[config.mk]
export PLATFORM = sky130hd
export DESIGN_NAME = miss_ack_tracker
export DESIGN_NICKNAME = d
export VERILOG_FILES = /design/src/rtl/mt_pkg.sv /design/src/rtl/mt_entry.sv /design/src/rtl/mt_match.sv /design/src/rtl/mt_classify.sv /design/src/rtl/miss_ack_tracker.sv
export SDC_FILE = /design/constraint.sdc
export NUM_CORES = 1
export LEC_CHECK = 0
export ABC_AREA = 1
export BUFFER_PORTS_ARGS = -buffer_cell sky130_fd_sc_hd__buf_2
export CORE_MARGIN = 2
export CORE_UTILIZATION = 24
export CTS_BUF_LIST = sky130_fd_sc_hd__clkbuf_4
export CTS_CLUSTER_DIAMETER = 80
export CTS_CLUSTER_SIZE = 20
export DETAILED_ROUTE_END_ITERATION = 8
export GPL_TIMING_DRIVEN = 0
export SETUP_SLACK_MARGIN = 0.05
export SLEW_MARGIN = 10
export SYNTH_ARGS = -nofsm -noshare
export SYNTH_HDL_FRONTEND = slang
export SYNTH_HIERARCHICAL = 1
export SYNTH_SLANG_ARGS = --single-unit
[constraint.sdc]
create_clock -name clk -period 3.8 [get_ports clk]
set_clock_uncertainty 0.05 [all_clocks]
set_input_delay 0 -clock clk [delete_from_list [all_inputs] [get_ports clk]]
set_output_delay 0 -clock clk [all_outputs]
set_load 0.01 [all_outputs]
[src/rtl/mt_pkg.sv]
package mt_pkg;
   // response kinds
   localparam logic [2:0] RSP_DATA      = 3'd0;
   localparam logic [2:0] RSP_DATA_EXCL = 3'd1;
   localparam logic [2:0] RSP_ACK       = 3'd2;
   localparam logic [2:0] RSP_WB_ACK    = 3'd3;

   // line states that wait for a shared fill
   localparam logic [3:0] LS_WAIT_SH     = 4'd5;
   localparam logic [3:0] LS_WAIT_SH_INV = 4'd8;

   typedef enum logic [2:0] {
      EV_NONE      = 3'd0,
      EV_DATA_PART = 3'd1,
      EV_DATA_LAST = 3'd2,
      EV_DATA_EXCL = 3'd3,
      EV_DATA_PEER = 3'd4,
      EV_ACK_PART  = 3'd5,
      EV_ACK_LAST  = 3'd6,
      EV_WB_DONE   = 3'd7
   } evt_e;
endpackage

[src/rtl/mt_entry.sv]
module mt_entry #(
   parameter int AW = 16,
   parameter int DW = 32,
   parameter int CW = 6
) (
   input  logic                 clk,
   input  logic                 rst_n,
   input  logic                 clr,
   input  logic                 ld,
   input  logic [AW-1:0]        ld_addr,
   input  logic [3:0]           ld_state,
   input  logic [DW-1:0]        ld_data,
   input  logic                 ld_dirty,
   input  logic                 sub_en,
   input  logic signed [CW-1:0] sub_val,
   output logic                 valid,
   output logic [AW-1:0]        addr,
   output logic [3:0]           state,
   output logic [DW-1:0]        data,
   output logic                 dirty,
   output logic                 pref,
   output logic signed [CW-1:0] pend
);
   always_ff @(posedge clk) begin
      if (!rst_n) begin
         valid <= 1'b0;
         addr  <= '0;
         state <= '0;
         data  <= '0;
         dirty <= 1'b0;
         pref  <= 1'b0;
         pend  <= '0;
      end else if (clr) begin
         valid <= 1'b0;
      end else if (ld) begin
         valid <= 1'b1;
         addr  <= ld_addr;
         state <= ld_state;
         data  <= ld_data;
         dirty <= ld_dirty;
         pref  <= 1'b0;
         pend  <= '0;
      end else if (sub_en) begin
         pend  <= pend - sub_val;
      end
   end


   alloc_init_chk: assert property (@(posedge clk) disable iff (!rst_n)
      (ld && !clr) |=> (valid && pend == '0 && !pref));
endmodule

[src/rtl/mt_match.sv]
module mt_match #(
   parameter int AW        = 16,
   parameter int DEPTH     = 4,
   parameter bit OR_ENCODE = 1'b1,
   localparam int IW       = $clog2(DEPTH)
) (
   input  logic [DEPTH-1:0]         vld,
   input  logic [DEPTH-1:0][AW-1:0] tags,
   input  logic [AW-1:0]            key,
   output logic                     hit,
   output logic [IW-1:0]            idx
);
   logic [DEPTH-1:0] hits;

   always_comb begin
      for (int i = 0; i < DEPTH; i++) begin
         hits[i] = vld[i] && (tags[i] == key);
      end
   end

   assign hit = |hits;

   generate
      if (OR_ENCODE) begin : g_or
         always_comb begin
            idx = '0;
            for (int i = 0; i < DEPTH; i++) begin
               if (hits[i]) idx = idx | IW'(i);
            end
         end
      end else begin : g_pri
         always_comb begin
            idx = '0;
            for (int i = DEPTH - 1; i >= 0; i--) begin
               if (hits[i]) idx = IW'(i);
            end
         end
      end
   endgenerate
endmodule

[src/rtl/mt_classify.sv]
module mt_classify
   import mt_pkg::*;
#(
   parameter int CW = 6
) (
   input  logic [2:0]           kind,
   input  logic                 from_l1,
   input  logic [3:0]           line_state,
   input  logic signed [CW-1:0] acks,
   input  logic                 hit,
   input  logic signed [CW-1:0] pend,
   output evt_e                 evt,
   output logic                 err,
   output logic                 partial
);
   logic last;
   logic shared_wait;

   assign last        = (pend == acks);
   assign shared_wait = (line_state == LS_WAIT_SH) || (line_state == LS_WAIT_SH_INV);

   always_comb begin
      evt     = EV_NONE;
      err     = 1'b0;
      partial = 1'b0;
      case (kind)
         RSP_DATA_EXCL: evt = EV_DATA_EXCL;
         RSP_DATA: begin
            if (from_l1 && shared_wait) begin
               evt = EV_DATA_PEER;
            end else if (!hit) begin
               err = 1'b1;
            end else if (last) begin
               evt = EV_DATA_LAST;
            end else begin
               evt     = EV_DATA_PART;
               partial = 1'b1;
            end
         end
         RSP_ACK: begin
            if (!hit) begin
               err = 1'b1;
            end else if (last) begin
               evt = EV_ACK_LAST;
            end else begin
               evt     = EV_ACK_PART;
               partial = 1'b1;
            end
         end
         RSP_WB_ACK: evt = EV_WB_DONE;
         default: err = 1'b1;
      endcase
   end
endmodule

[src/rtl/miss_ack_tracker.sv]
module miss_ack_tracker
   import mt_pkg::*;
#(
   parameter int AW        = 16,
   parameter int DW        = 32,
   parameter int DEPTH     = 4,
   parameter int CW        = 6,
   parameter bit MATCH_OR  = 1'b1,
   localparam int IW       = $clog2(DEPTH)
) (
   input  logic                 clk,
   input  logic                 rst_n,
   input  logic                 alloc_vld,
   input  logic [AW-1:0]        alloc_addr,
   input  logic [3:0]           alloc_state,
   input  logic [DW-1:0]        alloc_data,
   input  logic                 alloc_dirty,
   output logic                 alloc_err,
   input  logic                 dealloc_vld,
   input  logic [AW-1:0]        dealloc_addr,
   input  logic [AW-1:0]        lk_addr,
   output logic                 lk_hit,
   output logic [IW-1:0]        lk_idx,
   output logic [3:0]           lk_state,
   output logic [DW-1:0]        lk_data,
   output logic                 lk_dirty,
   output logic                 lk_pref,
   output logic signed [CW-1:0] lk_pend,
   input  logic                 rsp_vld,
   input  logic [2:0]           rsp_type,
   input  logic                 rsp_from_l1,
   input  logic [3:0]           rsp_line_state,
   input  logic signed [CW-1:0] rsp_acks,
   input  logic [AW-1:0]        rsp_addr,
   output logic [2:0]           rsp_evt,
   output logic                 rsp_err
);
   localparam int NQ  = 4;
   localparam int QLK = 0;
   localparam int QRS = 1;
   localparam int QAL = 2;
   localparam int QDL = 3;

   generate
      if (DEPTH < 2) begin : g_bad_depth
         $error("miss_ack_tracker: DEPTH must be at least 2");
      end
      if (CW < 2) begin : g_bad_cw
         $error("miss_ack_tracker: CW must be at least 2");
      end
      if (AW < 1 || DW < 1) begin : g_bad_width
         $error("miss_ack_tracker: AW and DW must be positive");
      end
   endgenerate

   logic [DEPTH-1:0]           v;
   logic [DEPTH-1:0][AW-1:0]   tag;
   logic [3:0]                 st   [DEPTH];
   logic [DW-1:0]              dat  [DEPTH];
   logic                       drt  [DEPTH];
   logic                       prf  [DEPTH];
   logic signed [CW-1:0]       pnd  [DEPTH];

   logic [AW-1:0]              q_key [NQ];
   logic                       q_hit [NQ];
   logic [IW-1:0]              q_idx [NQ];

   assign q_key[QLK] = lk_addr;
   assign q_key[QRS] = rsp_addr;
   assign q_key[QAL] = alloc_addr;
   assign q_key[QDL] = dealloc_addr;

   generate
      for (genvar g = 0; g < NQ; g++) begin : g_port
         mt_match #(.AW(AW), .DEPTH(DEPTH), .OR_ENCODE(MATCH_OR)) u_match (
            .vld  (v),
            .tags (tag),
            .key  (q_key[g]),
            .hit  (q_hit[g]),
            .idx  (q_idx[g])
         );
      end
   endgenerate

   // lowest free slot
   logic          full;
   logic [IW-1:0] free_idx;
   always_comb begin
      free_idx = '0;
      for (int i = DEPTH - 1; i >= 0; i--) begin
         if (!v[i]) free_idx = IW'(i);
      end
   end
   assign full      = &v;
   assign alloc_err = alloc_vld && (full || q_hit[QAL]);

   logic                 alloc_ok;
   logic                 dl_go;
   assign alloc_ok = alloc_vld && !alloc_err;
   assign dl_go    = dealloc_vld && q_hit[QDL];

   // response classification
   evt_e                 cls_evt;
   logic                 cls_err;
   logic                 cls_part;
   logic signed [CW-1:0] rs_pend;
   assign rs_pend = q_hit[QRS] ? pnd[q_idx[QRS]] : '0;

   mt_classify #(.CW(CW)) u_cls (
      .kind       (rsp_type),
      .from_l1    (rsp_from_l1),
      .line_state (rsp_line_state),
      .acks       (rsp_acks),
      .hit        (q_hit[QRS]),
      .pend       (rs_pend),
      .evt        (cls_evt),
      .err        (cls_err),
      .partial    (cls_part)
   );

   assign rsp_evt = rsp_vld ? cls_evt : EV_NONE;
   assign rsp_err = rsp_vld && cls_err;

   logic sub_go;
   assign sub_go = rsp_vld && cls_part && !cls_err;

   generate
      for (genvar i = 0; i < DEPTH; i++) begin : g_slot
         mt_entry #(.AW(AW), .DW(DW), .CW(CW)) u_ent (
            .clk      (clk),
            .rst_n    (rst_n),
            .clr      (dl_go && (q_idx[QDL] == IW'(i))),
            .ld       (alloc_ok && (free_idx == IW'(i))),
            .ld_addr  (alloc_addr),
            .ld_state (alloc_state),
            .ld_data  (alloc_data),
            .ld_dirty (alloc_dirty),
            .sub_en   (sub_go && (q_idx[QRS] == IW'(i))),
            .sub_val  (rsp_acks),
            .valid    (v[i]),
            .addr     (tag[i]),
            .state    (st[i]),
            .data     (dat[i]),
            .dirty    (drt[i]),
            .pref     (prf[i]),
            .pend     (pnd[i])
         );
      end
   endgenerate

   assign lk_hit   = q_hit[QLK];
   assign lk_idx   = q_idx[QLK];
   assign lk_state = lk_hit ? st[lk_idx]  : '0;
   assign lk_data  = lk_hit ? dat[lk_idx] : '0;
   assign lk_dirty = lk_hit && drt[lk_idx];
   assign lk_pref  = lk_hit && prf[lk_idx];
   assign lk_pend  = lk_hit ? pnd[lk_idx] : '0;


   reject_keeps_chk: assert property (@(posedge clk) disable iff (!rst_n)
      (alloc_vld && alloc_err && !dealloc_vld) |=> $stable(v));


   alloc_grow_chk: assert property (@(posedge clk) disable iff (!rst_n)
      (alloc_ok && !dl_go) |=> ($countones(v) == $past($countones(v)) + 1));


   dealloc_free_chk: assert property (@(posedge clk) disable iff (!rst_n)
      dl_go |=> !v[$past(q_idx[QDL])]);


   partial_sub_chk: assert property (@(posedge clk) disable iff (!rst_n)
      (sub_go && !dl_go) |=>
         (pnd[$past(q_idx[QRS])] == CW'($past(rs_pend) - $past(rsp_acks))));


   final_hold_chk: assert property (@(posedge clk) disable iff (!rst_n)
      (rsp_vld && q_hit[QRS] && !dl_go &&
       (rsp_evt == EV_DATA_LAST || rsp_evt == EV_ACK_LAST ||
        rsp_evt == EV_DATA_EXCL || rsp_evt == EV_DATA_PEER))
      |=> (pnd[$past(q_idx[QRS])] == $past(rs_pend)));
endmodule

* Word level (Yosys, flattened, before mapping) *
Cells that the tools add are included.

storage, ports and cells
  register bits = 240
  bits of input ports = 120
  output and inout port bits = 52
  logic and storage cells = 192

operators by class
  $add $sub $neg = 4
  order comparisons = 2
  equal/unequal tests = 31
  multiplexer cells = 57
  bitwise logic cells = 7
  reductions and logical operators = 67

operator list
  operator                                                   count
  == test 16 bit                                             16
  2-to-1 mux 32 bit                                          3
  2-to-1 mux 6 bit                                           14
  binary-select mux 32 bit (select 2 bit)                    1
  logical AND 1 bit                                          37
  binary-select mux 6 bit (select 2 bit)                     2
  2-to-1 mux 2 bit                                           12
  subtractor 6 bit                                           4
  AND reduction 2 bit                                        8
  OR reduction 4 bit                                         4
  == test 2 bit (second input constant)                      6
  2-to-1 mux 1 bit                                           12
  2-to-1 mux 3 bit                                           4
  2-to-1 mux 4 bit                                           3
  one-hot mux 3 bit (4 select lines)                         1
  OR reduction 2 bit                                         5
  binary-select mux 4 bit (select 2 bit)                     1
  nonzero test 2 bit                                         4
  == test 2 x 1 -> 1 bit (second input constant)             3
  == test 3 x 2 -> 1 bit (second input constant)             2
  == test 6 bit                                              1
  greater-or-equal comparator 3 bit (second input constant)  2
  logical NOT 2 bit                                          3
  inverter 2 -> 3 bit                                        2
  other kinds (11)                                           18

* Logic depth before layout (Yosys ltp) *
  depth after elaboration = 20
  gate-level depth with buffers = 28
  depth with buffers taken out = 27

* Modules after synthesis *
The synthesis kept the hierarchy.

modules (own cells, without submodules)
  module            instances  cells each  area each (um^2)  seq. area each (um^2)
  mt_entry          4          311         2434.8            1201.2
  mt_match          4          270         1136.1            0.0
  miss_ack_tracker  1          613         2575.0            0.0
  mt_classify       1          53          262.8             0.0

* Least setup slack after synthesis *
OpenSTA, ideal clock, no wires.

  path type = reg-to-reg
  start = reg g_slot[3].u_ent.addr[7]
  end = reg g_slot[1].u_ent.pend[3]
  setup time = 70 ps
  data arrival time = 2776 ps
  data required time = 3680 ps
  slack = 904 ps
  stages on the path, launching flop included = 27
  path buffers = 2
  period minus slack after synthesis = 2896 ps
  cell sequence = dfxtp_1 -> inv_1 -> nand2_1 -> nand2_1 -> nor2_1 -> nand2_1 -> nor2_2 -> nand3_2 -> nand2_2 -> buf_2 -> buf_2 -> nand3_1 -> nand2_1 -> nor2_1 -> nor2_1 -> nor2_1 -> nor2_1 -> nor2_2 -> nand3_2 -> nand2_2 -> inv_1 -> nand3b_1 -> nor3_1 -> nand2_2 -> nor2_1 -> nand3_1 -> a21oi_1

RTL lines
  element                   line            source
  start: declaration        mt_entry.sv:17  output logic [AW-1:0] addr,
  start signal: assignment  mt_entry.sv:37  addr <= ld_addr;
  end signal: assignment    mt_entry.sv:44  pend <= pend - sub_val;
  end: declaration          mt_entry.sv:22  output logic signed [CW-1:0] pend

* Worst setup path in the final report *
  start = reg g_slot[3].u_ent.addr[2]
  end = out lk_data[1]

between the ends
  longest elaborated chain between the ends = 8

ends and longest elaborated chain
  element                                               line                     source
  == test 16 bit *                                      mt_match.sv:17           hits[i] = vld[i] && (tags[i] == key);
  logical AND 1 bit *                                   mt_match.sv:17
  2-to-1 mux 2 bit                                      mt_match.sv:28           if (hits[i]) idx = idx | IW'(i);
  inverter 2 -> 3 bit (implied by the code)             miss_ack_tracker.sv:154  assign lk_data = lk_hit ? dat[lk_idx] : '0;
  binary-select mux 32 bit (select 2 bit)               miss_ack_tracker.sv:154
  2-to-1 mux 32 bit (implied by the code) (2 in a row)  miss_ack_tracker.sv:154
  2-to-1 mux 32 bit *                                   miss_ack_tracker.sv:154
  end: declaration                                      miss_ack_tracker.sv:25   output logic [DW-1:0] lk_data,

Mark *: on every way between the ends. The rest lies on a longest branch, timed or not. The select of a mux whose other input is x is not followed.

==> impl_metrics.csv <==
group,metric,value,unit
floorplanning,fp.dieW,271,um
floorplanning,die-area,73500,um2
layout,final_cells,4213,
power_and_ir_drop,p_seq_share,53.6,%
layout,drive_above_1_share,16.4,%
route,vias,18600,
worst_setup_path,end_kind,"output pin",
global_route,antenna_found_initial,7,
layout,fillers,8036,
clock_tree,clk_path_buf_depth,3,
timing,worstMarginPinSlew,0.948,ns
layout,final_nets,3404,
clock_tree,insertion_delay,0.74,ns
worst_setup_path,slowest_stage,"dfxtp_2",
power_and_ir_drop,pwr-share-clk,26.1,%
route,drtIter0Drc,1745,
clock_tree,cts_tree,"done",
clock_tree,path_clk_slew,0.21,ns
timing,rsz0062_at_grt,"yes",
floorplanning,core,70300,um2
placement,io_buffers,170,
global_route,grt_pass1_wl,101000,um
timing,relSlewSlack,36.3,%
global_route,grt-ovfl-total,0,
clock_tree,numCtsBuffers,19,
timing,final-setup-viol-count,0,
placement,dpl.hpwl,51600,um
global_route,grt_pass1_vias,16600,
route,wl_per_cell,16.2,um
layout,syn2layout_area_growth,20.0,%
placement,place.gp.congestion,0.984,
logic_synthesis,netlist_instances,2989,
worst_setup_path,path_cells,"o21ai_1, nor2_1, nand2_1, nor2_2, nand3_2, nand2_2, inv_2, nand2_2, clkinv_2, clkbuf_1, a21oi_1, buf_2",
worst_setup_path,crit_required,3.75,ns
timing,max_freq,267,MHz
worst_hold_path,min_path_type,"in2reg",
timing,maxSlewViolCount,0,
power_and_ir_drop,switchingPower,1.76,mW
timing,report.final.hold_viol_count,0,
timing,fin_crit,3.75,ns
run,cap_violations,0,
timing,finalCritPeriodShare,98.6,%
floorplanning,ioPinCount,172,
clock_tree,htreeDepth,1,
clock_tree,clock-sinks,240,
route,ant_nets,0,
placement,pre_cts_slack,-0.434,ns
power_and_ir_drop,p_per_area,249,nW/um2
placement,placed_cells,4099,
power_and_ir_drop,p_leak,9.74,nW
power_and_ir_drop,max-vdd-ir-drop,0.000288,V
worst_setup_path,path_class,"reg2out",
route,postRouteWirelength,68300,um
power_and_ir_drop,switching_share,34.4,%
route,drc_errors,0,
logic_synthesis,syn_nets,3133,
status,status,"finished clean",
floorplanning,num_rows,97,
route,vias_per_cell,4.42,
timing,fin_ws,0.0549,ns
power_and_ir_drop,internal-power,3.36,mW
logic_synthesis,syn_area,17100,um2
worst_setup_path,cp-start-kind,"flop",
worst_setup_path,cp.buffers_inverters,4,
logic_synthesis,yosys_warnings,6,
route,first_pass_iters,6,
global_route,grt_max_degree,21,
worst_setup_path,crit_fanout,10,
worst_setup_path,slowest_delay,0.59,ns
worst_setup_path,critical-path-top-delay-family,"buffers and inverters",
floorplanning,start_util,24.4,%
clock_tree,cts_root_buf,"clkbuf_4",
worst_setup_path,worstPathArrival,3.70,ns
power_and_ir_drop,p_comb_share,20.3,%
floorplanning,die_h,271,um
logic_synthesis,synth_area_per_cell,5.73,um2
worst_setup_path,timing.critical_path.mode_cell,"nand2_2",
global_route,track_usage,17.9,%
timing,whs,0.0460,ns
==> metal layers <==
layer  track usage (%)  wire length [um]  vias to the layer above
met5                 0                65                        -
met4              4.16              1680                       10
met3              2.92              5590                       86
met2              28.4             29700                      631
met1              25.2             31300                     8364
li1                  -                 -                     9539
==> power by group through the flow <==
stage,registers (mW),clock network [mW],logic [mW]
detailed placement,2.80,0,0.951
floorplan,2.74,0,0.608
global route,2.76,1.47,1.16
CTS,2.75,1.38,1.02
global placement,2.80,0,0.949
finish,2.75,1.34,1.04
==> worst min-delay path, delay by kind of cell <==
family	cells	cell delay (ns)
buffers and inverters	2	0.68
AND/OR/NAND/NOR	2	0.13
==> cell type report <==
cell class	count	area, um2	share of cell area (%)
tap	940	1180	5.73
timing repair buffer	250	1640	8.00
inverter	533	2040	9.94
sequential	240	4910	23.9
multi-input combinational	2112	9670	47.1
clock buffer	19	143	0.694
buffer	104	810	3.94
antenna	2	5.00	0.0244
clock inverter	13	136	0.664
==> cells in the final DEF, fill, tap and decap left out, types with 45 or more instances in the layout <==
cell type / n
nor2_1: 537
dfxtp_1: 196
nor2_2: 59
xor2_1: 49
buf_2: 186
inv_1: 452
o21ai_1: 77
inv_2: 74
o21ai_0: 189
dlygate4sd3_1: 67
buf_6: 45
nand3_1: 141
nand2_1: 850
a21oi_1: 75
==> sequential cells by signal (all words and copies together), names as in the netlist <==
name and count:
g_slot.u_ent/addr 64, g_slot.u_ent/data 128, g_slot.u_ent/dirty 4, g_slot.u_ent/pend 24, g_slot.u_ent/state 16, g_slot.u_ent/valid 4
==> timing repair <==
item,4_1_cts,5_1_grt
endpoints found under the setup margin,66,64
hold buffers,67,0
buffers inserted,1,12
cloned,0,0
hold endpoints to repair,240,0
gates resized for setup,63,68
pin swaps,0,13
==> final timing paths <==
path                       startpoint                        to  slack [ns]  cells past startpoint
max           g_slot[3].u_ent/addr[2]                lk_data[1]        0.05                     12
min                    alloc_state[0]  g_slot[0].u_ent/state[0]        0.05                      4
max reg2reg  g_slot[2].u_ent/addr[12]   g_slot[2].u_ent/pend[3]        0.23                     28
min reg2reg   g_slot[0].u_ent/pend[0]   g_slot[0].u_ent/pend[0]        0.47                      2
==> through the flow <==
| step | area, um2 | util, % | TNS, ns | power (mW) |
|---|---|---|---|---|
| 2_1_floorplan | 17100 | - | 0 | 3.35 |
| 3_3_place_gp | 19100 | 27.2 | -8.11 | 3.75 |
| 3_5_place_dp | 19100 | 27.2 | -7.61 | 3.75 |
| 4_1_cts | 20200 | 28.8 | 0 | 5.14 |
| 5_1_grt | 20500 | 29.2 | -0.0878 | 5.39 |
| 6_report | 20500 | 29.2 | 0 | 5.12 |
No activity file was read; power rests on OpenSTA's default activity.
